## src/rtl/vjh_pkg.sv

```systemverilog
package vjh_pkg;

  typedef enum logic [3:0] {
    ST_TLR, ST_RTI,
    ST_SELDR, ST_CAPDR, ST_SHDR, ST_EX1DR, ST_PDR, ST_EX2DR, ST_UPDR,
    ST_SELIR, ST_CAPIR, ST_SHIR, ST_EX1IR, ST_PIR, ST_EX2IR, ST_UPIR
  } tap_state_e;

  function automatic tap_state_e tap_next(tap_state_e s, logic m);
    case (s)
      ST_TLR:   return m ? ST_TLR   : ST_RTI;
      ST_RTI:   return m ? ST_SELDR : ST_RTI;
      ST_SELDR: return m ? ST_SELIR : ST_CAPDR;
      ST_CAPDR: return m ? ST_EX1DR : ST_SHDR;
      ST_SHDR:  return m ? ST_EX1DR : ST_SHDR;
      ST_EX1DR: return m ? ST_UPDR  : ST_PDR;
      ST_PDR:   return m ? ST_EX2DR : ST_PDR;
      ST_EX2DR: return m ? ST_UPDR  : ST_SHDR;
      ST_UPDR:  return m ? ST_SELDR : ST_RTI;
      ST_SELIR: return m ? ST_TLR   : ST_CAPIR;
      ST_CAPIR: return m ? ST_EX1IR : ST_SHIR;
      ST_SHIR:  return m ? ST_EX1IR : ST_SHIR;
      ST_EX1IR: return m ? ST_UPIR  : ST_PIR;
      ST_PIR:   return m ? ST_EX2IR : ST_PIR;
      ST_EX2IR: return m ? ST_UPIR  : ST_SHIR;
      ST_UPIR:  return m ? ST_SELDR : ST_RTI;
      default:  return ST_TLR;
    endcase
  endfunction

endpackage

```

## src/rtl/vjh_tap_track.sv

```systemverilog
module vjh_tap_track
  import vjh_pkg::*;
(
  input  logic       clk,
  input  logic       rst_n,
  input  logic       tms,
  output tap_state_e state_q
);

  tap_state_e state_d;

  always_comb begin
    state_d = tap_next(state_q, tms);
  end

  always_ff @(posedge clk or negedge rst_n) begin
    if (!rst_n) state_q <= ST_TLR;
    else        state_q <= state_d;
  end

endmodule

```

## src/rtl/vjh_vir.sv

```systemverilog
module vjh_vir #(
  parameter int N_NODES = 3,
  parameter int INSTR_W = 4,
  parameter int ADDR_W  = 8,
  localparam int VIR_W  = INSTR_W + ADDR_W
) (
  input  logic                       clk,
  input  logic                       rst_n,
  input  logic                       tlr,
  input  logic                       cap_en,
  input  logic                       shift_en,
  input  logic                       upd_en,
  input  logic                       tdi,
  output logic                       sr_out,
  output logic [ADDR_W-1:0]          addr_q,
  output logic [N_NODES*INSTR_W-1:0] instr_flat,
  output logic [N_NODES-1:0]         upd_ir_q
);

  logic [VIR_W-1:0]   sr_q, sr_d;
  logic [INSTR_W-1:0] cur_instr;
  logic [ADDR_W-1:0]  new_addr;
  logic [INSTR_W-1:0] new_instr;

  assign new_addr  = sr_q[VIR_W-1:INSTR_W];
  assign new_instr = sr_q[INSTR_W-1:0];
  assign sr_out    = sr_q[0];

  always_comb begin
    cur_instr = '0;
    for (int i = 0; i < N_NODES; i++) begin
      if (addr_q == ADDR_W'(i + 1)) cur_instr = instr_flat[i*INSTR_W +: INSTR_W];
    end
  end

  always_comb begin
    sr_d = sr_q;
    if (cap_en)        sr_d = {addr_q, cur_instr};
    else if (shift_en) sr_d = {tdi, sr_q[VIR_W-1:1]};
  end

  always_ff @(posedge clk or negedge rst_n) begin
    if (!rst_n)                  sr_q <= '0;
    else if (cap_en || shift_en) sr_q <= sr_d;
  end

  always_ff @(posedge clk or negedge rst_n) begin
    if (!rst_n)      addr_q <= '0;
    else if (tlr)    addr_q <= '0;
    else if (upd_en) addr_q <= new_addr;
  end

  for (genvar k = 0; k < N_NODES; k++) begin : g_node_ir
    logic [INSTR_W-1:0] ins_q;
    logic               hit;
    assign hit = upd_en && (new_addr == ADDR_W'(k + 1));
    assign instr_flat[k*INSTR_W +: INSTR_W] = ins_q;

    always_ff @(posedge clk or negedge rst_n) begin
      if (!rst_n)   ins_q <= '0;
      else if (tlr) ins_q <= '0;
      else if (hit) ins_q <= new_instr;
    end

    always_ff @(posedge clk or negedge rst_n) begin
      if (!rst_n)   upd_ir_q[k] <= 1'b0;
      else if (tlr) upd_ir_q[k] <= 1'b0;
      else          upd_ir_q[k] <= hit && (new_instr != ins_q);
    end
  end

endmodule

```

## src/rtl/vscan_hub.sv

```systemverilog
module vscan_hub
  import vjh_pkg::*;
#(
  parameter int N_NODES = 3,
  parameter int INSTR_W = 4,
  parameter int ADDR_W  = 8
) (
  input  logic                       tck,
  input  logic                       trst_n,
  input  logic                       tms,
  input  logic                       tdi,
  input  logic                       ir_user0,
  input  logic                       ir_user1,
  output logic                       tdo,
  input  logic [N_NODES-1:0]         node_tdo,
  output logic [N_NODES-1:0]         node_tdi,
  output logic [N_NODES-1:0]         node_cap,
  output logic [N_NODES-1:0]         node_shift,
  output logic [N_NODES-1:0]         node_upd,
  output logic [N_NODES-1:0]         node_upd_ir,
  output logic [N_NODES*INSTR_W-1:0] node_instr
);

  logic [1:0]        rst_sync_q;
  logic              rst_n;
  tap_state_e        state_q;
  logic              in_cap, in_shift, in_upd, in_tlr;
  logic              sel_u1, sel_u0;
  logic              vir_tdo;
  logic [ADDR_W-1:0] addr_q;
  logic [N_NODES-1:0] hit;

  always_ff @(posedge tck or negedge trst_n) begin
    if (!trst_n) rst_sync_q <= 2'b00;
    else         rst_sync_q <= {rst_sync_q[0], 1'b1};
  end
  assign rst_n = rst_sync_q[1];

  vjh_tap_track u_track (
    .clk     (tck),
    .rst_n   (rst_n),
    .tms     (tms),
    .state_q (state_q)
  );

  assign in_cap   = (state_q == ST_CAPDR);
  assign in_shift = (state_q == ST_SHDR);
  assign in_upd   = (state_q == ST_UPDR);
  assign in_tlr   = (state_q == ST_TLR);
  assign sel_u1   = ir_user1;
  assign sel_u0   = ir_user0 && !ir_user1;

  vjh_vir #(
    .N_NODES (N_NODES),
    .INSTR_W (INSTR_W),
    .ADDR_W  (ADDR_W)
  ) u_vir (
    .clk        (tck),
    .rst_n      (trst_n && rst_n),
    .tlr        (in_tlr),
    .cap_en     (sel_u1 && in_cap),
    .shift_en   (sel_u1 && in_shift),
    .upd_en     (sel_u1 && in_upd),
    .tdi        (tdi),
    .sr_out     (vir_tdo),
    .addr_q     (addr_q),
    .instr_flat (node_instr),
    .upd_ir_q   (node_upd_ir)
  );

  for (genvar k = 0; k < N_NODES; k++) begin : g_route
    assign hit[k]        = sel_u0 && (addr_q == ADDR_W'(k + 1));
    assign node_cap[k]   = hit[k] && in_cap;
    assign node_shift[k] = hit[k] && in_shift;
    assign node_upd[k]   = hit[k] && in_upd;
    assign node_tdi[k]   = hit[k] && tdi;
  end

  always_comb begin
    if (sel_u1)      tdo = vir_tdo;
    else if (sel_u0) tdo = |(node_tdo & hit);
    else             tdo = 1'b0;
  end

endmodule

```

## config.mk

```make
export PLATFORM = sky130hd
export DESIGN_NAME = vscan_hub
export DESIGN_NICKNAME = d
export VERILOG_FILES = /design/src/rtl/vjh_pkg.sv /design/src/rtl/vjh_tap_track.sv /design/src/rtl/vjh_vir.sv /design/src/rtl/vscan_hub.sv
export SDC_FILE = /design/constraint.sdc
export NUM_CORES = 1
export LEC_CHECK = 0
export ABC_CLOCK_PERIOD_IN_PS = 4900
export BUFFER_PORTS_ARGS = -buffer_cell sky130_fd_sc_hd__buf_2
export CORE_MARGIN = 5
export CORE_UTILIZATION = 30
export DETAILED_ROUTE_END_ITERATION = 10
export PLACE_DENSITY = 0.53
export SKIP_LAST_GASP = 1
export SYNTH_ARGS = -nofsm -noshare
export SYNTH_HDL_FRONTEND = slang
export SYNTH_SLANG_ARGS = --single-unit
```

## constraint.sdc

```tcl
create_clock -name tck -period 4.9 [get_ports tck]
set_clock_uncertainty 0.15 [all_clocks]
set_input_delay 0.735 -clock tck [delete_from_list [all_inputs] [get_ports tck]]
set_output_delay 0.735 -clock tck [all_outputs]
set_load 0.05 [all_outputs]
```

== Word-level counts from Yosys, hierarchy flattened ==
Cells that the tools add are included.
Word-level totals
  register bits: 41
  bits of input ports: 9
  output and inout port bits: 28
Cells by class
  equal/unequal tests: 24
  mux-type cells: 31
  reductions and logical operators: 39
  bitwise logic cells: 1
Operators by type and width (count)
  4-bit two-way mux: 13
  4-bit case mux with 12 select lines: 1
  4-bit == test, second input constant: 8
  8-bit by 2-bit == test with 1-bit output, second input constant: 4
  1-bit logical AND: 26
  12-bit two-way mux: 2
  4-bit by 3-bit == test with 1-bit output, second input constant: 4
  8-bit by 1-bit == test with 1-bit output, second input constant: 2
  8-bit two-way mux: 2
  4-bit != test: 3
  2-bit nonzero test: 5
  4-bit by 2-bit == test with 1-bit output, second input constant: 2
  1-bit two-way mux: 8
  2-bit two-way mux: 3
  3-bit two-way mux: 2
  3-bit OR reduction: 2
  4-bit by 1-bit == test with 1-bit output, second input constant: 1
  4-bit logical NOT: 1
  2-bit OR reduction: 2
  3-bit AND: 1
  2-bit AND reduction: 1
  1-bit logical NOT: 1
  1-bit logical OR: 1

== Logic depth before layout (Yosys ltp) ==
  depth after elaboration: 7
  gate-level depth with buffers: 6
  gate-level depth less buffers: 4

== Modules after synthesis ==
From an unflattened synthesis, not the netlist that was laid out.
Unflattened totals
  cells, all modules: 253
  area total of the unflattened synthesis: 2469.9 um^2
Modules (own cells, without submodules)
  vjh_vir: cells each 178, times used 1, area each 1890.6 um^2
  vjh_tap_track: cells each 37, times used 1, area each 314.1 um^2
  vscan_hub: cells each 38, times used 1, area each 265.3 um^2

== Worst setup path before layout ==
OpenSTA, ideal clock, no wires.
  path type: register to output
  from: reg u_vir.addr_q[6]
  to: out node_tdi[1]
  path buffers: 0
  data required time: 4015 ps
  arrival time: 2322 ps
  slack: 1693 ps
  cell stages (with the launch flop): 5
  cells stage by stage: dfrtp_1 > or4_4 > nor2_4 > nand2_1 > nor3b_1
On the way
  cells in the longest elaborated chain, start to end: 3
RTL lines
  from (decl): line vjh_vir.sv:15  | output logic [ADDR_W-1:0] addr_q,
  from (signal assigned): line vjh_vir.sv:50  | else if (upd_en) addr_q <= new_addr;
  8-bit by 2-bit == test with 1-bit output: line vscan_hub.sv:72  | assign hit[k] = sel_u0 && (addr_q == ADDR_W'(k + 1));
  1-bit logical AND: line vscan_hub.sv:72
  1-bit logical AND: line vscan_hub.sv:76  | assign node_tdi[k] = hit[k] && tdi;
  to (decl): line vscan_hub.sv:16  | output logic [N_NODES-1:0] node_tdi,
No other way between the ends.

== Worst setup path in the final report ==
Same ends and word-level chain as after synthesis.

==> out/qor.yml <==
status: "finished clean"
antenna_cells: 0
synth.most_common_cell: "dfrtp_1"
gr-usage-met2: 0.1983
tns_ns: 0
cp.arrival_ns: 2.10
peakVddDrop_uv: 173.5
grt_antenna_before_repair: 0
slew_headroom: 0.4764
worst_slack_ns: 1.919
synth.area.top_cells: "dfrtp_1 (43%), nand2_1 (6.2%), o21ai_0 (6.1%)"
avgViaCountPerCell: 5.061
synth-seq-cells: 41
cts.htree.levels: 2
synth_top_cell_by_area: "dfrtp_1"
vias: 1984
required_ns: 4.01
pwr-share-seq: 0.459
die-area_sq_um: 9805
ant_nets: 0
tightest_slew_ns: 0.7783
hold_path.class: "in -> async"
initial_core_util: 0.3076
drv_cap: 0
cts_setup_buffers: 0
place_congestion: 0.8352
grtUsageMet1: 0.1805
finalHoldViolations: 0
critical_path_class: "reg -> out"
yosys_warnings: 0
drt_iter0_drc: 117
worstPathMaxFanout: 6
pwr-share-comb: 0.357
place_hpwl_um: 4470
syn_to_final_growth_pct: 14.05
pin_count: 37
fmax_mhz: 335.4
synth.distinct_cells: 47
drive_gt1_frac: 0.2069
synth_top_area_frac: 0.4316
wirelength_um: 6128
fin_crit_sh: 0.6084
synth_edf_count: 0
track_usage: 0.1300
grt-ovfl-total: 0
grt_max_degree: 36
switching_share: 0.4437
yosys-top-cells-count: "dfrtp_1 (41), nand2_1 (39), o21ai_0 (29), nor2_1 (16), nand3_1 (15)"
critPathLaunchType: "register"
cts-root-buf: "clkbuf_8"
drv_slew: 0
drt_first_pass_iters: 4
synth_area_sq_um: 2377
synth_ff_type: "dfrtp_1"
clock_power_share: 0.184
setup_viol: 0
period_needed_ns: 2.981
grt-busiest-layer: "met2"
syn-num-nets: 271
cts_buffers: 5
p_leak_nw: 1.239
slowest_stage: "or4_4"
yosysSeqAreaShare: 0.4316
core-area_sq_um: 7727
drcViolationCount: 0
preCtsSetupSlack_ns: 2.244
cts-resized-gates: 0
cts_sinks: 41
die_h_um: 99.02
clk_latency_ns: 0.30
dp.cells: 384
final_cells: 392
clock_path_buffers: 2
cts_tree: "done"
die_x_um: 99.02
grt_pass1_wl_um: 10160
row_count: 32
cpPeakStageDelay_ns: 0.59
grtUsageMet3: 0.02760
p_per_area_nw_per_um2: 461.3
avgSynthCellArea_sq_um: 9.074
clkTransAtPathRegs_ns: 0.08
rsz0062_at_grt: "no"
crit_chain: "or4_4, nor2_4, nand2_1, nor3b_1, buf_2"
port_buffers: 36
fin_nets: 299
grt_pass1_vias: 1943
synth-async-reset-ratio: 1.000
p_switching_uw: 554.9
power.internal_uw: 695.8
end_kind: "primary output"
syn_inst: 262
wl_per_cell_um: 15.63
[flip-flops by register name, summed over array words and instances, names as in the netlist]
name	flops
u_vir.sr_q	12
u_track.state_q	4
u_vir.g_node_ir.ins_q	12
rst_sync_q	2
u_vir.upd_ir_q	3
u_vir.addr_q	8
[worst paths after layout]
path	end	start	cells after the start	slack, ns
max in group asynchronous	u_vir.upd_ir_q[0]	trst_n	3	3.80
hold reg to reg	rst_sync_q[1]	rst_sync_q[0]	0	0.20
hold / removal	rst_sync_q[0]	trst_n	1	0.06
min in group tck	rst_sync_q[1]	rst_sync_q[0]	0	0.20
setup / recovery	node_tdi[1]	u_vir.addr_q[6]	5	1.92
setup reg to reg	u_vir.upd_ir_q[1]	u_track.state_q[2]	4	2.48
[stage by stage]
| stage | utilization | power (mW) | hold slack (ns) | cell area, sq um |
|---|---|---|---|---|
| 3_5_place_dp | 0.3384 | 1.023 | -0.05457 | 2615 |
| 5_1_grt | 0.3509 | 1.346 | 0.05795 | 2711 |
| 3_3_place_gp | 0.3384 | 1.013 | -0.05632 | 2615 |
| 2_1_floorplan | - | 0.9249 | -0.1041 | 2377 |
| 4_1_cts | 0.3509 | 1.256 | 0.05199 | 2711 |
| 6_report | 0.3509 | 1.251 | 0.05670 | 2711 |
[area by class of cell]
| class | count | area (sq um) |
|---|---|---|
| multi-input combinational | 196 | 1240 |
| tap | 102 | 127.6 |
| clock buffer | 7 | 86.33 |
| fill | 790 | 5016 |
| sequential | 41 | 1026 |
| inverter | 7 | 26.28 |
| timing repair buffer | 39 | 205.2 |
[layout by cell type (no fill, tap or decap), types with 2 or more instances in the layout]
master,n
nand2b_1,3
dfrtp_1,41
nor3b_1,2
nor2_1,16
mux2i_1,8
nor3_1,5
nor2b_1,4
and4_1,2
nor4_1,4
buf_2,36
nor4_2,2
clkbuf_8,6
a21o_1,2
o31ai_1,3
inv_1,7
a22o_1,5
a21oi_1,7
xor2_1,12
nor4_4,2
mux2_2,5
o21ai_0,29
and2_1,3
a22oi_1,3
nor4b_1,2
nand2_1,39
buf_4,2
a31oi_1,2
nand3_1,15
nand4_1,4
[critical path: cells and delay by family (launching register included)]
family	cells	cell delay (ns)
buf+inv	1	0.31
flops	1	0.40
simple gates	4	1.08
[layer usage]
layer	part of all wire	vias to the layer above
li1	-	985
met1	0.49	956
met2	0.46	33
met3	0.036	10
met4	0.016	0
met5	0	-
[timing repair]
action,4_1_cts,5_1_grt
hold buffers,1,0
setup endpoints to repair,0,0
hold endpoints to repair,4,0
[kinds of logic after synthesis]
group | after synthesis | synth area share
flops | 41 | 0.4316
mux | 13 | 0.05737
other cells | 1 | 0.001577
buf+inv | 25 | 0.04684
compound gates | 58 | 0.1500
simple gates | 112 | 0.2684
xor+xnor | 12 | 0.04421
[power groups by stage]
stage                     clock (mW)  sequential, mW  combinational (mW)
final                          0.230           0.574               0.446
after detailed placement           0           0.579               0.444
after floorplan                    0           0.472               0.453
after CTS                      0.238           0.571               0.447
after global placement             0           0.576               0.437
after global routing           0.253           0.592               0.501
No activity file was read; power rests on OpenSTA's default activity.
